<file path="src/rtl/rxs_pkg.sv">
package rxs_pkg;

  typedef enum logic [1:0] {
    MODE_SETTLE = 2'd0,
    MODE_ACQ    = 2'd1,
    MODE_TRACK  = 2'd2,
    MODE_PAUSE  = 2'd3
  } rxs_mode_e;

  typedef enum logic [3:0] {
    ST_BOOT,
    ST_SETTLE,
    ST_ACQ,
    ST_ACQ_RX,
    ST_WAIT,
    ST_XTAL,
    ST_SLOT,
    ST_RECV,
    ST_PAUSE
  } rxs_state_e;

  typedef enum logic [1:0] {
    MG_SYNC,
    MG_MIN,
    MG_WIDE
  } rxs_msel_e;

endpackage

</file>
<file path="src/rtl/rxs_tick_timer.sv">
module rxs_tick_timer #(
  parameter int W = 24
) (
  input  logic         clk,
  input  logic         rst_n,
  input  logic         load_i,
  input  logic [W-1:0] value_i,
  input  logic         tick_i,
  output logic         expire_o
);

  logic [W-1:0] cnt;

  always_ff @(posedge clk or negedge rst_n) begin
    if (!rst_n)                   cnt <= '0;
    else if (load_i)              cnt <= value_i;
    else if (tick_i && cnt != '0) cnt <= cnt - 1'b1;
  end

  // expiry coincides with the tick that uses up the count
  assign expire_o = tick_i && (cnt <= W'(1));


  timer_hold_chk: assert property (@(posedge clk) disable iff (!rst_n)
    !load_i |=> cnt <= $past(cnt));

endmodule

</file>
<file path="src/rtl/rxs_period_lpf.sv">
module rxs_period_lpf #(
  parameter int TW    = 16,
  parameter int SW    = 19,
  parameter int SHIFT = 2
) (
  input  logic                 clk,
  input  logic                 rst_n,
  input  logic                 upd_i,
  input  logic signed [SW-1:0] sfd_el_i,
  input  logic signed [SW-1:0] exp_i,
  output logic signed [TW-1:0] dev_o,
  output logic signed [TW-1:0] late_o
);

  logic signed [SW-1:0] err_full;
  logic signed [TW-1:0] err;

  assign err_full = sfd_el_i - exp_i;
  assign err      = TW'(err_full);

  always_ff @(posedge clk or negedge rst_n) begin
    if (!rst_n) begin
      dev_o  <= '0;
      late_o <= '0;
    end else if (upd_i) begin
      late_o <= err;
      dev_o  <= dev_o + (err >>> SHIFT);
    end
  end


  filter_hold_chk: assert property (@(posedge clk) disable iff (!rst_n)
    !upd_i |=> $stable(dev_o) && $stable(late_o));

endmodule

</file>
<file path="src/rtl/rxs_margin_sel.sv">
module rxs_margin_sel
  import rxs_pkg::*;
#(
  parameter int MW   = 8,
  parameter int WSHL = 2
) (
  input  rxs_msel_e          sel_i,
  input  logic [MW-1:0]      m_sync_i,
  input  logic [MW-1:0]      m_min_i,
  output logic [MW+WSHL-1:0] m_o
);

  logic [MW+WSHL-1:0] wide;

  generate
    if (WSHL == 0) begin : g_flat
      assign wide = m_min_i;
    end else begin : g_scaled
      assign wide = {m_min_i, {WSHL{1'b0}}};
    end
  endgenerate

  always_comb begin
    unique case (sel_i)
      MG_SYNC: m_o = (MW+WSHL)'(m_sync_i);
      MG_WIDE: m_o = wide;
      default: m_o = (MW+WSHL)'(m_min_i);
    endcase
  end

endmodule

</file>
<file path="src/rtl/rx_slot_sched.sv">
module rx_slot_sched
  import rxs_pkg::*;
#(
  parameter int TW        = 16,
  parameter int MW        = 8,
  parameter int CW        = 8,
  parameter int AW        = 24,
  parameter int LPF_SHIFT = 2,
  parameter int WSHL      = 2
) (
  input  logic          clk,
  input  logic          rst_n,
  input  logic          tick_i,
  input  logic          sfd_i,
  input  logic          pkt_ok_i,
  input  logic          pkt_tmo_i,
  input  logic [AW-1:0] cfg_settle_i,
  input  logic [AW-1:0] cfg_init_tmo_i,
  input  logic [CW-1:0] cfg_resync_per_i,
  input  logic [AW-1:0] cfg_pause_i,
  input  logic [TW-1:0] cfg_period_i,
  input  logic [MW-1:0] cfg_xtal_lead_i,
  input  logic [MW-1:0] cfg_margin_min_i,
  input  logic [MW-1:0] cfg_margin_sync_i,
  input  logic [CW-1:0] cfg_miss_limit_i,
  output logic          xtal_en_o,
  output logic          rx_en_o,
  output logic [1:0]    mode_o,
  output logic [TW-1:0] period_dev_o,
  output logic [TW-1:0] lateness_o
);

  localparam int MXW = MW + WSHL;
  localparam int SW  = ((TW > MXW) ? TW : MXW) + 2;
  localparam int PW  = CW + TW;

  rxs_state_e st;
  rxs_msel_e  msel;
  logic [TW-1:0] now, cur, anchor, sfd_ts;
  logic [CW-1:0] miss_cnt;
  logic [MXW-1:0] margin;
  logic signed [TW-1:0] dev, late;
  logic signed [SW-1:0] el, sfd_el, exp_t, open_x, open_rx, close_t;
  logic [PW-1:0] resync_prod;
  logic [AW-1:0] tmr_val;
  logic tmr_load, expire;
  logic ev_hit, ev_miss, ev_fall, ev_sync, ev_acq_exp, ev_settle_end, ev_pause_end;

  // modulo elapsed time, read as signed
  assign cur     = tick_i ? now + 1'b1 : now;
  assign el      = SW'($signed(cur - anchor));
  assign sfd_el  = SW'($signed(sfd_ts - anchor));
  assign exp_t   = $signed(SW'(cfg_period_i)) + SW'(dev);
  assign open_rx = exp_t - $signed(SW'(margin));
  assign open_x  = open_rx - $signed(SW'(cfg_xtal_lead_i));
  assign close_t = exp_t + $signed(SW'(margin));

  assign ev_settle_end = (st == ST_SETTLE) && expire;
  assign ev_acq_exp    = (st == ST_ACQ) && !sfd_i && expire;
  assign ev_pause_end  = (st == ST_PAUSE) && expire;
  assign ev_sync       = (st == ST_ACQ_RX) && pkt_ok_i;
  assign ev_hit        = (st == ST_RECV) && pkt_ok_i;
  assign ev_miss       = ((st == ST_SLOT) && !sfd_i && tick_i && (el >= close_t))
                       || ((st == ST_RECV) && !pkt_ok_i && pkt_tmo_i);
  assign ev_fall       = ev_miss && (({1'b0, miss_cnt} + 1'b1) >= {1'b0, cfg_miss_limit_i});

  assign resync_prod = PW'(cfg_resync_per_i) * PW'(cfg_period_i);
  assign tmr_load    = (st == ST_BOOT) || ev_settle_end || ev_acq_exp || ev_pause_end || ev_fall;

  always_comb begin
    if (st == ST_BOOT)   tmr_val = cfg_settle_i;
    else if (ev_settle_end) tmr_val = cfg_init_tmo_i;
    else if (ev_acq_exp) tmr_val = cfg_pause_i;
    else                 tmr_val = AW'(resync_prod);
  end

  rxs_tick_timer #(.W(AW)) u_tmr (
    .clk(clk), .rst_n(rst_n), .load_i(tmr_load), .value_i(tmr_val),
    .tick_i(tick_i), .expire_o(expire)
  );

  rxs_period_lpf #(.TW(TW), .SW(SW), .SHIFT(LPF_SHIFT)) u_lpf (
    .clk(clk), .rst_n(rst_n), .upd_i(ev_hit), .sfd_el_i(sfd_el),
    .exp_i(exp_t), .dev_o(dev), .late_o(late)
  );

  rxs_margin_sel #(.MW(MW), .WSHL(WSHL)) u_msel (
    .sel_i(msel), .m_sync_i(cfg_margin_sync_i), .m_min_i(cfg_margin_min_i), .m_o(margin)
  );

  always_ff @(posedge clk or negedge rst_n) begin
    if (!rst_n) begin
      st       <= ST_BOOT;
      msel     <= MG_SYNC;
      now      <= '0;
      anchor   <= '0;
      sfd_ts   <= '0;
      miss_cnt <= '0;
    end else begin
      now <= cur;
      unique case (st)
        ST_BOOT:   st <= ST_SETTLE;
        ST_SETTLE: if (ev_settle_end) st <= ST_ACQ;
        ST_ACQ: begin
          if (sfd_i) begin
            sfd_ts <= cur;
            st     <= ST_ACQ_RX;
          end else if (ev_acq_exp) st <= ST_PAUSE;
        end
        ST_ACQ_RX: begin
          if (ev_sync) begin
            anchor   <= sfd_ts;
            msel     <= MG_SYNC;
            miss_cnt <= '0;
            st       <= ST_WAIT;
          end else if (pkt_tmo_i) st <= ST_ACQ;
        end
        ST_WAIT: if (tick_i && el >= open_x) st <= ST_XTAL;
        ST_XTAL: if (tick_i && el >= open_rx) st <= ST_SLOT;
        ST_SLOT: begin
          if (sfd_i) begin
            sfd_ts <= cur;
            st     <= ST_RECV;
          end
        end
        ST_RECV: begin
          if (ev_hit) begin
            anchor   <= sfd_ts;
            msel     <= MG_MIN;
            miss_cnt <= '0;
            st       <= ST_WAIT;
          end
        end
        ST_PAUSE: if (ev_pause_end) st <= ST_ACQ;
        default:  st <= ST_BOOT;
      endcase
      if (ev_miss) begin
        if (ev_fall) begin
          miss_cnt <= '0;
          st       <= ST_ACQ;
        end else begin
          miss_cnt <= miss_cnt + 1'b1;
          anchor   <= anchor + TW'(exp_t);
          msel     <= MG_WIDE;
          st       <= ST_WAIT;
        end
      end
    end
  end

  always_comb begin
    unique case (st)
      ST_BOOT, ST_SETTLE: mode_o = MODE_SETTLE;
      ST_ACQ, ST_ACQ_RX:  mode_o = MODE_ACQ;
      ST_PAUSE:           mode_o = MODE_PAUSE;
      default:            mode_o = MODE_TRACK;
    endcase
  end

  assign xtal_en_o    = (st == ST_ACQ) || (st == ST_ACQ_RX) || (st == ST_XTAL)
                     || (st == ST_SLOT) || (st == ST_RECV);
  assign rx_en_o      = (st == ST_ACQ) || (st == ST_ACQ_RX) || (st == ST_SLOT) || (st == ST_RECV);
  assign period_dev_o = dev;
  assign lateness_o   = late;


  xtal_first_chk: assert property (@(posedge clk) disable iff (!rst_n)
    $rose(rx_en_o) && mode_o == MODE_TRACK |-> $past(xtal_en_o));


  slot_off_chk: assert property (@(posedge clk) disable iff (!rst_n)
    $fell(rx_en_o) && mode_o == MODE_TRACK |-> !xtal_en_o);


  pause_entry_chk: assert property (@(posedge clk) disable iff (!rst_n)
    mode_o == MODE_PAUSE && $past(mode_o) != MODE_PAUSE |-> $past(mode_o) == MODE_ACQ);


  miss_bound_chk: assert property (@(posedge clk) disable iff (!rst_n)
    cfg_miss_limit_i != '0 |-> miss_cnt < cfg_miss_limit_i);


  settle_clear_chk: assert property (@(posedge clk) disable iff (!rst_n)
    mode_o == MODE_SETTLE |-> period_dev_o == '0 && lateness_o == '0);


  anchor_move_chk: assert property (@(posedge clk) disable iff (!rst_n)
    !$stable(anchor) |-> st == ST_WAIT || st == ST_ACQ);

endmodule

</file>
<file path="config.mk">
export PLATFORM = sky130hd
export DESIGN_NAME = rx_slot_sched
export DESIGN_NICKNAME = d
export VERILOG_FILES = /design/src/rtl/rxs_pkg.sv /design/src/rtl/rxs_tick_timer.sv /design/src/rtl/rxs_period_lpf.sv /design/src/rtl/rxs_margin_sel.sv /design/src/rtl/rx_slot_sched.sv
export SDC_FILE = /design/constraint.sdc
export NUM_CORES = 1
export LEC_CHECK = 0
export BUFFER_PORTS_ARGS = -buffer_cell sky130_fd_sc_hd__buf_4
export CAP_MARGIN = 20
export CORE_MARGIN = 3
export CORE_UTILIZATION = 60
export DETAILED_ROUTE_END_ITERATION = 12
export PLACE_DENSITY = 0.78
export SYNTH_ARGS = -nofsm -noshare
export SYNTH_HDL_FRONTEND = slang
export SYNTH_HIERARCHICAL = 1
export SYNTH_SLANG_ARGS = --single-unit
export TNS_END_PERCENT = 1
</file>
<file path="constraint.sdc">
create_clock -name clk -period 9.13 [get_ports clk]
set_input_delay 0.4565 -clock clk [delete_from_list [all_inputs] [get_ports clk]]
set_output_delay 0.4565 -clock clk [all_outputs]
set_load 0.005 [all_outputs]
</file>
=== Yosys cells after proc, flatten, opt, wreduce, memory -nomap -nowiden ===
Cells that the tools add are included.

* Register bits: 118
* Input port bits: 134
* Output and inout bits: 36
* Logic and storage cells: 122

* Add/sub/neg operators: 13
* Multipliers: 1
* Magnitude comparators: 5
* Equality and inequality tests: 18
* Mux-type cells: 36
* Reduce and logical (&&, ||, !) cells: 40

{| class="wikitable"
|+ Operators with widths
! operator !! number
|-
| $mux 24 || 5
|-
| $mux 16 || 5
|-
| $ge 16x18->1 || 3
|-
| $sub 16x16->16 || 3
|-
| $mux 4 || 11
|-
| $pmux 4 s9 || 1
|-
| $mux 8 || 4
|-
| $pmux 16 s2 || 1
|-
| $le 24x1->1 const B || 1
|-
| $mul 8x16->24 || 1
|-
| $reduce_bool 24->1 || 1
|-
| $sub 24x1->24 const B || 1
|-
| $ne 3x3->1 const B || 7
|-
| $pmux 10 s2 || 1
|-
| $add 17x16->18 || 1
|-
| $add 18x11->18 || 1
|-
| $sub 18x11->18 || 1
|-
| $sub 18x9->18 || 1
|-
| $add 16x1->16 const B || 1
|-
| $add 16x14->16 || 1
|-
| $add 16x16->16 || 1
|-
| $eq 4x3->1 const B || 4
|-
| $logic_and 1x1->1 || 16
|-
| $pmux 8 s2 || 1
|-
| other kinds (22) || 40
|}

=== Logic depth before layout (Yosys ltp) ===
Gate-level depths: netlist of run 1.

* Depth in word-level cells: 9
* Mapped depth: 32
* Depth with buffers taken out: 31

=== By module ===
Netlist of run 1, hierarchy kept.

{| class="wikitable"
|+ Modules (own cells, without submodules)
! module !! times used !! cells each !! area an instance (um^2) !! seq. area each (um^2)
|-
| rx_slot_sched || 1 || 1642 || 13166.4 || 1551.5
|-
| rxs_period_lpf || 1 || 280 || 2723.9 || 800.8
|-
| rxs_tick_timer || 1 || 179 || 1587.8 || 600.6
|-
| rxs_margin_sel || 1 || 25 || 172.7 || 0.0
|}

=== Least setup slack after synthesis of run 1 ===
No wires, ideal clock.

* Kind: input to register
* From: in cfg_period_i[0]
* To: reg st[0]
* Library setup time: 0.130 ns
* Arrival: 5.793 ns
* Required time: 9.000 ns
* Slack: 3.207 ns
* Stages: 27
* Path buffers: 1
* Cells stage by stage: ha_1 fa_1 a211oi_1 o21bai_1 a21oi_1 xnor2_1 ha_1 clkbuf_1 or2_2 a21boi_1 xnor2_1 ha_1 and2_1 or3_1 nor3_1 xor2_1 ha_1 a21o_1 a21o_1 a21oi_1 o2111ai_1 a2111oi_0 o31ai_1 nand4_1 nor4_1 a311oi_1 o21ai_1

* Longest elaborated chain between the ends: 7
* Elaborated cells between the ends (all ways): 21
* Those cells by class: 4 x add/sub; 3 x order compare; 8 x eq/ne; 1 x mux; 5 x reduce/logical

{| class="wikitable"
|+ Ends and longest elaborated chain
! what !! line !! RTL
|-
| from (decl) || rx_slot_sched.sv:21 || <nowiki>input logic [TW-1:0] cfg_period_i,</nowiki>
|-
| $add 17x16->18 (*) || rx_slot_sched.sv:53 || <nowiki>assign exp_t = $signed(SW'(cfg_period_i)) + SW'(dev);</nowiki>
|-
| net exp_t[6] || rx_slot_sched.sv:43 || <nowiki>logic signed [SW-1:0] el, sfd_el, exp_t, open_x, open_rx, close_t;</nowiki>
|-
| $sub 18x11->18 / $add 18x11->18 (equally long branches) || rx_slot_sched.sv:54, rx_slot_sched.sv:56 ||
|-
| $sub 18x9->18 / $ge 16x18->1 (equally long branches) || rx_slot_sched.sv:55, rx_slot_sched.sv:63 ||
|-
| $ge 16x18->1 / $logic_and 1x1->1 (equally long branches) || rx_slot_sched.sv:118, rx_slot_sched.sv:63 ||
|-
| $logic_and 1x1->1 / $logic_or 1x1->1 (equally long branches) || rx_slot_sched.sv:118, rx_slot_sched.sv:64 ||
|-
| $ne 3x3->1 (no line) / $ne 4x4->1 (equally long branches) || n/a ||
|-
| $reduce_and 8->1 (no line) || n/a ||
|-
| to (signal assigned) || rx_slot_sched.sv:118 || <nowiki>ST_WAIT: if (tick_i && el >= open_x) st <= ST_XTAL;</nowiki>
|-
| to (signal assigned) || rx_slot_sched.sv:119 || <nowiki>ST_XTAL: if (tick_i && el >= open_rx) st <= ST_SLOT;</nowiki>
|-
| to (signal assigned) || rx_slot_sched.sv:123 || <nowiki>st <= ST_RECV;</nowiki>
|-
| to (decl) || rx_slot_sched.sv:37 || <nowiki>rxs_state_e st;</nowiki>
|}

Mark *: on every way through the listed nets, which the timed path passes. The rest lies on a longest branch.
A chain may end at the register's enable or synchronous reset.

=== Worst setup path in the final report of run 1 ===
* From: reg now[0]
* To: reg u_tmr.cnt[15]

* Longest elaborated chain between the ends: 9
* Elaborated cells between the ends (all ways): 10
* Those cells by class: 2 x add/sub; 1 x order compare; 2 x mux; 5 x reduce/logical

{| class="wikitable"
|+ Ends and longest elaborated chain
! what !! line !! RTL
|-
| from (decl) || rx_slot_sched.sv:39 || <nowiki>logic [TW-1:0] now, cur, anchor, sfd_ts;</nowiki>
|-
| from (signal assigned) || rx_slot_sched.sv:100 || <nowiki>now <= cur;</nowiki>
|-
| $add 16x1->16 (*) || rx_slot_sched.sv:50 || <nowiki>assign cur = tick_i ? now + 1'b1 : now;</nowiki>
|-
| $mux 16 (*) || rx_slot_sched.sv:50 ||
|-
| net cur[1] || rx_slot_sched.sv:39 ||
|-
| $sub 16x16->16 (*) || rx_slot_sched.sv:51 || <nowiki>assign el = SW'($signed(cur - anchor));</nowiki>
|-
| $ge 16x18->1 (*) || rx_slot_sched.sv:63 || <nowiki>assign ev_miss = ((st == ST_SLOT) && !sfd_i && tick_i && (el >= close_t))</nowiki>
|-
| $logic_and 1x1->1 (*) || rx_slot_sched.sv:63 ||
|-
| $logic_or 1x1->1 (*) || rx_slot_sched.sv:64 || <nowiki>|| ((st == ST_RECV) && !pkt_ok_i && pkt_tmo_i);</nowiki>
|-
| $logic_and 1x1->1 (*) || rx_slot_sched.sv:65 || <nowiki>assign ev_fall = ev_miss && (({1'b0, miss_cnt} + 1'b1) >= {1'b0, cfg_miss_limit_i});</nowiki>
|-
| $logic_or 1x1->1 (*) || rx_slot_sched.sv:68 || <nowiki>assign tmr_load = (st == ST_BOOT) || ev_settle_end || ev_acq_exp || ev_pause_end || ev_fall;</nowiki>
|-
| net tmr_load || rx_slot_sched.sv:46 || <nowiki>logic tmr_load, expire;</nowiki>
|-
| $mux 24 / $reduce_bool 2->1 (equally long branches) || n/a ||
|-
| to (signal assigned) || rxs_tick_timer.sv:16 || <nowiki>else if (load_i) cnt <= value_i;</nowiki>
|-
| to (signal assigned) || rxs_tick_timer.sv:17 || <nowiki>else if (tick_i && cnt != '0) cnt <= cnt - 1'b1;</nowiki>
|-
| to (decl) || rxs_tick_timer.sv:12 || <nowiki>logic [W-1:0] cnt;</nowiki>
|}

Marks and branches as above.

==> results.md, run 1 <==
- Run status: complete, no violations
- CP endpoint kind: register
- Vias in the first global route: around 16000
- Final-report max-slew violation count: 0
- Worst path max stage delay: around 0.54 ns
- Hold-fix buffers, CTS: 0
- Die area: ~32000 um2
- Final ANT Viol Nets: 0
- Register area share after synthesis: between 15 and 20%
- Fill count: 2360
- Synth Flop Type: dfrtp_1
- Most frequent cells in the layout: 232 x inv_1, 228 x ha_1, 207 x nand2_1, 179 x buf_4, 126 x a21oi_1
- Hold Crit Class: primary input to asynchronous set/reset pin
- Max Clk Rate: 143 MHz
- R2R setup slack: 2.12 ns
- Global route overflow: 0
- Clock Skews: approximately 0.011 ns
- Critical path's top delay family: compound AO/OA/AOI/OAI gates
- Die Ht: 178 um
- # resized after CTS: 0
- Row count: 62
- Clock Path Buffers: 2
- Critical path depth: 26
- CTS Buf Count: 17
- Mapped Avg Cell Area: a little over 8 um2
- Post-Route WL: ~50000 um
- Post-Route Setup TNS: 0 ns
- CTS tree: yes
- Commonest non-fill, non-tap cell in the layout: inv_1
- Ys Warns: 6
- Setup violations, final: 0
- Port Buffers: between 150 and 200
- Die Width: approximately 180 um
- Detailed Place HPWL: 39900 um
- WL/cell: approximately 19 um
- Final Hold Viols: 0
- Slowest cell on the critical path: o41ai_1
- Max Cap Viol: 0
- Crit share post-route: 76.8%
- Starting Density: 61.2%
- Clk_lat worst skew: roughly 0.43 ns
- Seq cells post-synth: 118
- Post-synth EDFFs: 0
- Syn nets: 2581
- First-pass GRT wire length: 79300 um
- Worst setup path startpoint: now[0]$_DFF_PN0_
- Antenna diode count: 0
- Max FO, Critical Path: 39
- Vias post-DR: 16300
- Arrival @ worst endpoint: 7.33 ns
- Most used cell, CP: ha_1
- Postcts setup bufs: 0
- Total track usage: 31.4%
- Clk slew on worst S/H paths: 0.07 ns
- H-tree depth: 4
- Worst reg2reg path startpoint: now[0]$_DFF_PN0_
- Worst-margin pin slew: 1.11 ns
- Area growth syn-to-layout: 12.4%
- CP Class: register to register
- CP Buf/Inv Count: 3
- Asr flop ratio synth: 100%
- Initial antenna violation count: 0
- I/O pins: 170
- RSZ-0062 raised after global routing: false
- Crit path capture: u_tmr/cnt[15]$_DFFE_PN0P_
- Largest net degree at the start of global routing: 54
- DR DRC count: 0
- Placer congestion estimate: ~0.95
- # nets final: about 2700
- Root Driver: clkbuf_16
- Cells after DPL: between 2000 and 3000
- Clock Sinks: ~120
- Worst Path Required: 9.45 ns
- Core Area: 28900 um2
- Initial DRC count: 1171
- Fin crit period: 7.01 ns
- Register-to-Register Path Depth: 26
- Vias/cell: 6.13
- Hold WS: 0.0200 ns
- Startpoint types: register
- Non-Filler Instances: about 2700
- Max-Slew Margin vs Limit: between 20% and 30%
- Mapped Cells: about 2100
- Pre-Repair DR Iteration Count: 5
- Fraction of layout cells with a size suffix above 1: 13.8%
- Worst R2R End: u_tmr/cnt[15]$_DFFE_PN0P_
- Netlist Area Pre-Place: 17700 um2
- Count of different cell masters after synthesis: 103
sequential cells by signal (all words and copies together) (netlist names):
register,flops
now,16
u_lpf/late_o,16
st,4
anchor,16
u_tmr/cnt,24
miss_cnt,8
sfd_ts,16
u_lpf/dev_o,16
msel,2
worst min-delay path by stage:
stage                     cells past startpoint                           to  slack, ns                        start
after floorplan                               0          anchor[0]$_DFF_PN0_       0.16                        rst_n
final                                         1          anchor[1]$_DFF_PN0_       0.02                        rst_n
after global placement                        2  u_lpf/late_o[0]$_DFFE_PN0P_       0.47  u_lpf/late_o[0]$_DFFE_PN0P_
after CTS                                     1          anchor[1]$_DFF_PN0_       0.01                        rst_n
after global routing                          1          anchor[1]$_DFF_PN0_       0.05                        rst_n
after detailed placement                      1          anchor[1]$_DFF_PN0_       0.48                        rst_n
logic make-up after synthesis:
logic type                 share of synthesized area, %
buffers and inverters                              6.45
and+or+nand+nor                                    18.8
AOI/OAI and AO/OA                                  19.2
xor gates and xnor gates                           8.16
DFF                                                16.7
adders and majority gates                          26.8
muxes                                              3.83
routing by layer:
metal	part of all wire, %	track usage [%]
met5	0	0
met4	4.5	14.1
met3	6.1	4.09
met2	47	53.3
met1	42	39.8
synthesized netlist by cell type, types with 5 or more instances:
| library cell | n | area (um2) |
|---|---|---|
| inv_1 | 232 | 871 |
| a21boi_0 | 8 | 60.1 |
| nor4_1 | 6 | 37.5 |
| or3_1 | 14 | 87.6 |
| a311oi_1 | 6 | 52.6 |
| o21ai_1 | 7 | 35.0 |
| o21ai_0 | 108 | 541 |
| a221o_1 | 6 | 60.1 |
| a21o_1 | 54 | 405 |
| a2111oi_0 | 6 | 52.6 |
| nor2_1 | 122 | 458 |
| dfrtp_1 | 118 | 2950 |
| nand4_1 | 19 | 119 |
| and3_1 | 20 | 125 |
| o211ai_1 | 20 | 150 |
| nand3_1 | 49 | 245 |
| fa_1 | 93 | 1860 |
| o22ai_1 | 7 | 43.8 |
| nand2b_1 | 22 | 138 |
| or4_1 | 8 | 60.1 |
| o21bai_1 | 17 | 128 |
| o2111ai_1 | 5 | 43.8 |
| nor3_1 | 51 | 255 |
| buf_2 | 5 | 25.0 |
| o311ai_0 | 6 | 52.6 |
| xnor2_1 | 106 | 928 |
| and2_1 | 66 | 413 |
| o21a_1 | 18 | 135 |
| nand4b_1 | 5 | 43.8 |
| ha_1 | 228 | 2850 |
| xor2_1 | 46 | 403 |
| nand2_1 | 207 | 777 |
| mux2_2 | 41 | 462 |
| nor2b_1 | 23 | 144 |
| mux2i_1 | 20 | 200 |
| o41ai_1 | 7 | 61.3 |
| a211oi_1 | 15 | 113 |
| or2_2 | 8 | 50.1 |
| o221ai_1 | 5 | 43.8 |
| nor3b_1 | 7 | 52.6 |
| a31oi_1 | 24 | 150 |
| clkbuf_1 | 53 | 199 |
| a22o_1 | 9 | 78.8 |
| a21oi_1 | 126 | 631 |
cell type report:
class	count	area [um2]	share of cell area, %
inverter	233	875	4.41
multi-input combinational	1712	13600	68.5
tap	384	480	2.42
clock inverter	14	166	0.839
timing repair buffer	179	1340	6.77
clock buffer	18	439	2.21
sequential	118	2950	14.9
through the flow:
| stage | area [um2] | utilization, % | worst slack [ns] |
|---|---|---|---|
| 6_report | 19800 | 68.8 | 2.12 |
| 5_1_grt | 19800 | 68.8 | 1.39 |
| 4_1_cts | 19800 | 68.8 | 2.19 |
| 3_5_place_dp | 19200 | 66.7 | 2.04 |
| 3_3_place_gp | 19200 | 66.7 | 2.44 |
| 2_1_floorplan | 17700 | - | 3.21 |
Power of run 1 is left out: the tool's default activity adds up to more than one toggle a clock period on the data nets, which glitch-free logic cannot reach.
==> inputs of run 2 (changes only) <==
CORE_UTILIZATION = 56   (was 60)
PLACE_DENSITY = 0.76   (was 0.78)
clock period = 6.1 ns   (was 9.13 ns; I/O delays follow)
==> results.md, run 2 (synthesis results as in run 1) <==
- Fraction of layout cells with a size suffix above 1: 18.1% (+4.3 points)
- Most frequent cells in the layout: 262 x buf_4, 232 x inv_1, 225 x ha_1, 207 x nand2_1
- Most used cell, CP: ha_1
- WL/cell: 19.0 um (+0.85%)
- Antenna diode count: 0 (unchanged)
- Max Cap Viol: 0 (unchanged)
- Vias in the first global route: 16400 (+2.5%)
- Max FO, Critical Path: 5 (-87%)
- Slowest cell on the critical path: dfrtp_1
- # nets final: 2801 (+3.1%)
- Area growth syn-to-layout: 17.3%
- Clock Sinks: 118 (unchanged)
- Initial antenna violation count: 0 (unchanged)
- H-tree depth: 4 (unchanged)
- Clock Skews: 0.0260 ns (+0.0146 ns)
- CTS tree: yes
- Die Ht: 184 um (+3.4%)
- RSZ-0062 raised after global routing: true
- Total track usage: 30.6% (-0.73 points)
- Register-to-Register Path Depth: 29 (+12%)
- CTS Buf Count: 17 (unchanged)
- Worst Path Required: 6.44 ns (-3.01 ns)
- Clk_lat worst skew: 0.46 ns (+0.03 ns)
- Worst path max stage delay: 0.41 ns (-0.13 ns)
- First-pass GRT wire length: 82600 um (+4.1%)
- Largest net degree at the start of global routing: 75 (+39%)
- Placer congestion estimate: 0.941 (-1.1%)
- Final ANT Viol Nets: 0 (unchanged)
- Max-Slew Margin vs Limit: 36.3% (+11 points)
- Fin crit period: 5.93 ns (-1.08 ns)
- Commonest non-fill, non-tap cell in the layout: buf_4
- Startpoint types: register
- Max Clk Rate: 169 MHz (+18%)
- Largest Register: u_tmr/cnt
- Vias post-DR: 16400 (+0.96%)
- CP endpoint kind: register
- Final Hold Viols: 0 (unchanged)
- Initial DRC count: 1216 (+3.8%)
- Pre-Repair DR Iteration Count: 8 (+3)
- Die Width: 184 um (+3.4%)
- Number of flip-flops under the largest register name: 24 (unchanged)
- CP Class: register to register
- DR DRC count: 0 (unchanged)
- Core Area: 30800 um2 (+6.8%)
- Detailed Place HPWL: 41600 um (+4.3%)
- Run status: complete, no violations
- Die area: 33700 um2 (+6.9%)
- Vias/cell: 5.97 (-2.6%)
- Setup violations, final: 0 (unchanged)
- Clk slew on worst S/H paths: 0.08 ns (about the same)
- Non-Filler Instances: 2755 (+3.6%)
- Post-Route WL: 52200 um (+4.5%)
- Root Driver: clkbuf_16
- Hold-critical path depth: 3
- Final-report max-slew violation count: 0 (unchanged)
- Fill count: 2515 (+6.6%)
- R2R setup slack: 0.17 ns (-1.95 ns)
- Row count: 64 (+3.2%)
- Clock Path Buffers: 2 (unchanged)
- Global route overflow: 0 (unchanged)
- Port Buffers: 169 (unchanged)
- Cells after DPL: 2718 (+3.5%)
- I/O pins: 170 (unchanged)
- Crit share post-route: 97.2% (+20 points)
- Arrival @ worst endpoint: 6.27 ns (-1.06 ns)
- Starting Density: 57.3% (-3.9 points)
- Worst-margin pin slew: 0.956 ns (-0.156 ns)
- Hold Crit Class: primary input to register
## run 2: changes by cell type in the layout (fill, tap and decap cells not counted), sizes merged
cell / before / now
buf: 179 / 263
inv: 238 / 234
clkbuf: 18 / 21
bufinv: 2 / 4
clkinvlp: 3 / 2
dlygate4sd3: 0 / 1
## run 2: area by class of cell
class	count	area (um2)	area share, %
Multi-Input combinational cell	1712	13700	66.4
Clock inverter	11	171	0.828
Tap cell	396	495	2.39
Sequential cell	118	2950	14.3
Inverter	233	875	4.22
Clock buffer	21	470	2.27
Timing Repair Buffer	264	2000	9.65
## run 2: what timing repair did
action                                  4_1_cts  5_1_grt
gates resized for setup                       8       36
setup buffers                                 0        3
hold buffers                                  1        0
hold endpoints to repair                     44        0
endpoints found under the setup margin        3       31
pin swaps                                     3       10
## run 2: per-layer routing
layer  track usage, %  part of all wire (%)  wire length (um)
met5                0                     0                 0
met4             14.8                   4.5              2330
met3             4.71                   6.2              3250
met2             51.4                    48             24900
met1             38.7                    42             21700
## run 2: critical path, delay by kind of cell, from the launching register on
kind | cells | cell delay (ns)
DFF | 1 | 0.41
adders and majority gates | 3 | 0.90
xor gates and xnor gates | 3 | 0.61
buffers and inverters | 2 | 0.30
AOI/OAI and AO/OA | 10 | 2.01
and+or+nand+nor | 11 | 1.60
## run 2: worst paths after layout
check / from / to
setup / recovery: u_lpf/dev_o[1]$_DFFE_PN0P_ / st[0]$_DFFE_PN0P_
hold / removal: pkt_ok_i / st[2]$_DFFE_PN0P_
min in group asynchronous: rst_n / u_tmr/cnt[14]$_DFFE_PN0P_
hold reg to reg: u_lpf/late_o[9]$_DFFE_PN0P_ / u_lpf/late_o[9]$_DFFE_PN0P_
max in group asynchronous: rst_n / u_lpf/dev_o[7]$_DFFE_PN0P_
setup reg to reg: u_lpf/dev_o[1]$_DFFE_PN0P_ / st[0]$_DFFE_PN0P_
## run 2: per-stage QoR
stage               cell area (um2)  utilization [%]  hold slack (ns)  TNS, ns  setup slack [ns]
floorplan                     17700                -          0.00941        0             0.229
global placement              19900             64.4            0.347  -0.0504           -0.0504
detailed placement            19900             64.4            0.355   -0.548            -0.204
CTS                           20500             66.6            0.189        0          0.000659
global route                  20700             67.2            0.223   -0.877            -0.244
finish                        20700             67.2            0.205        0             0.172
Power of run 2 is left out for the same reason.
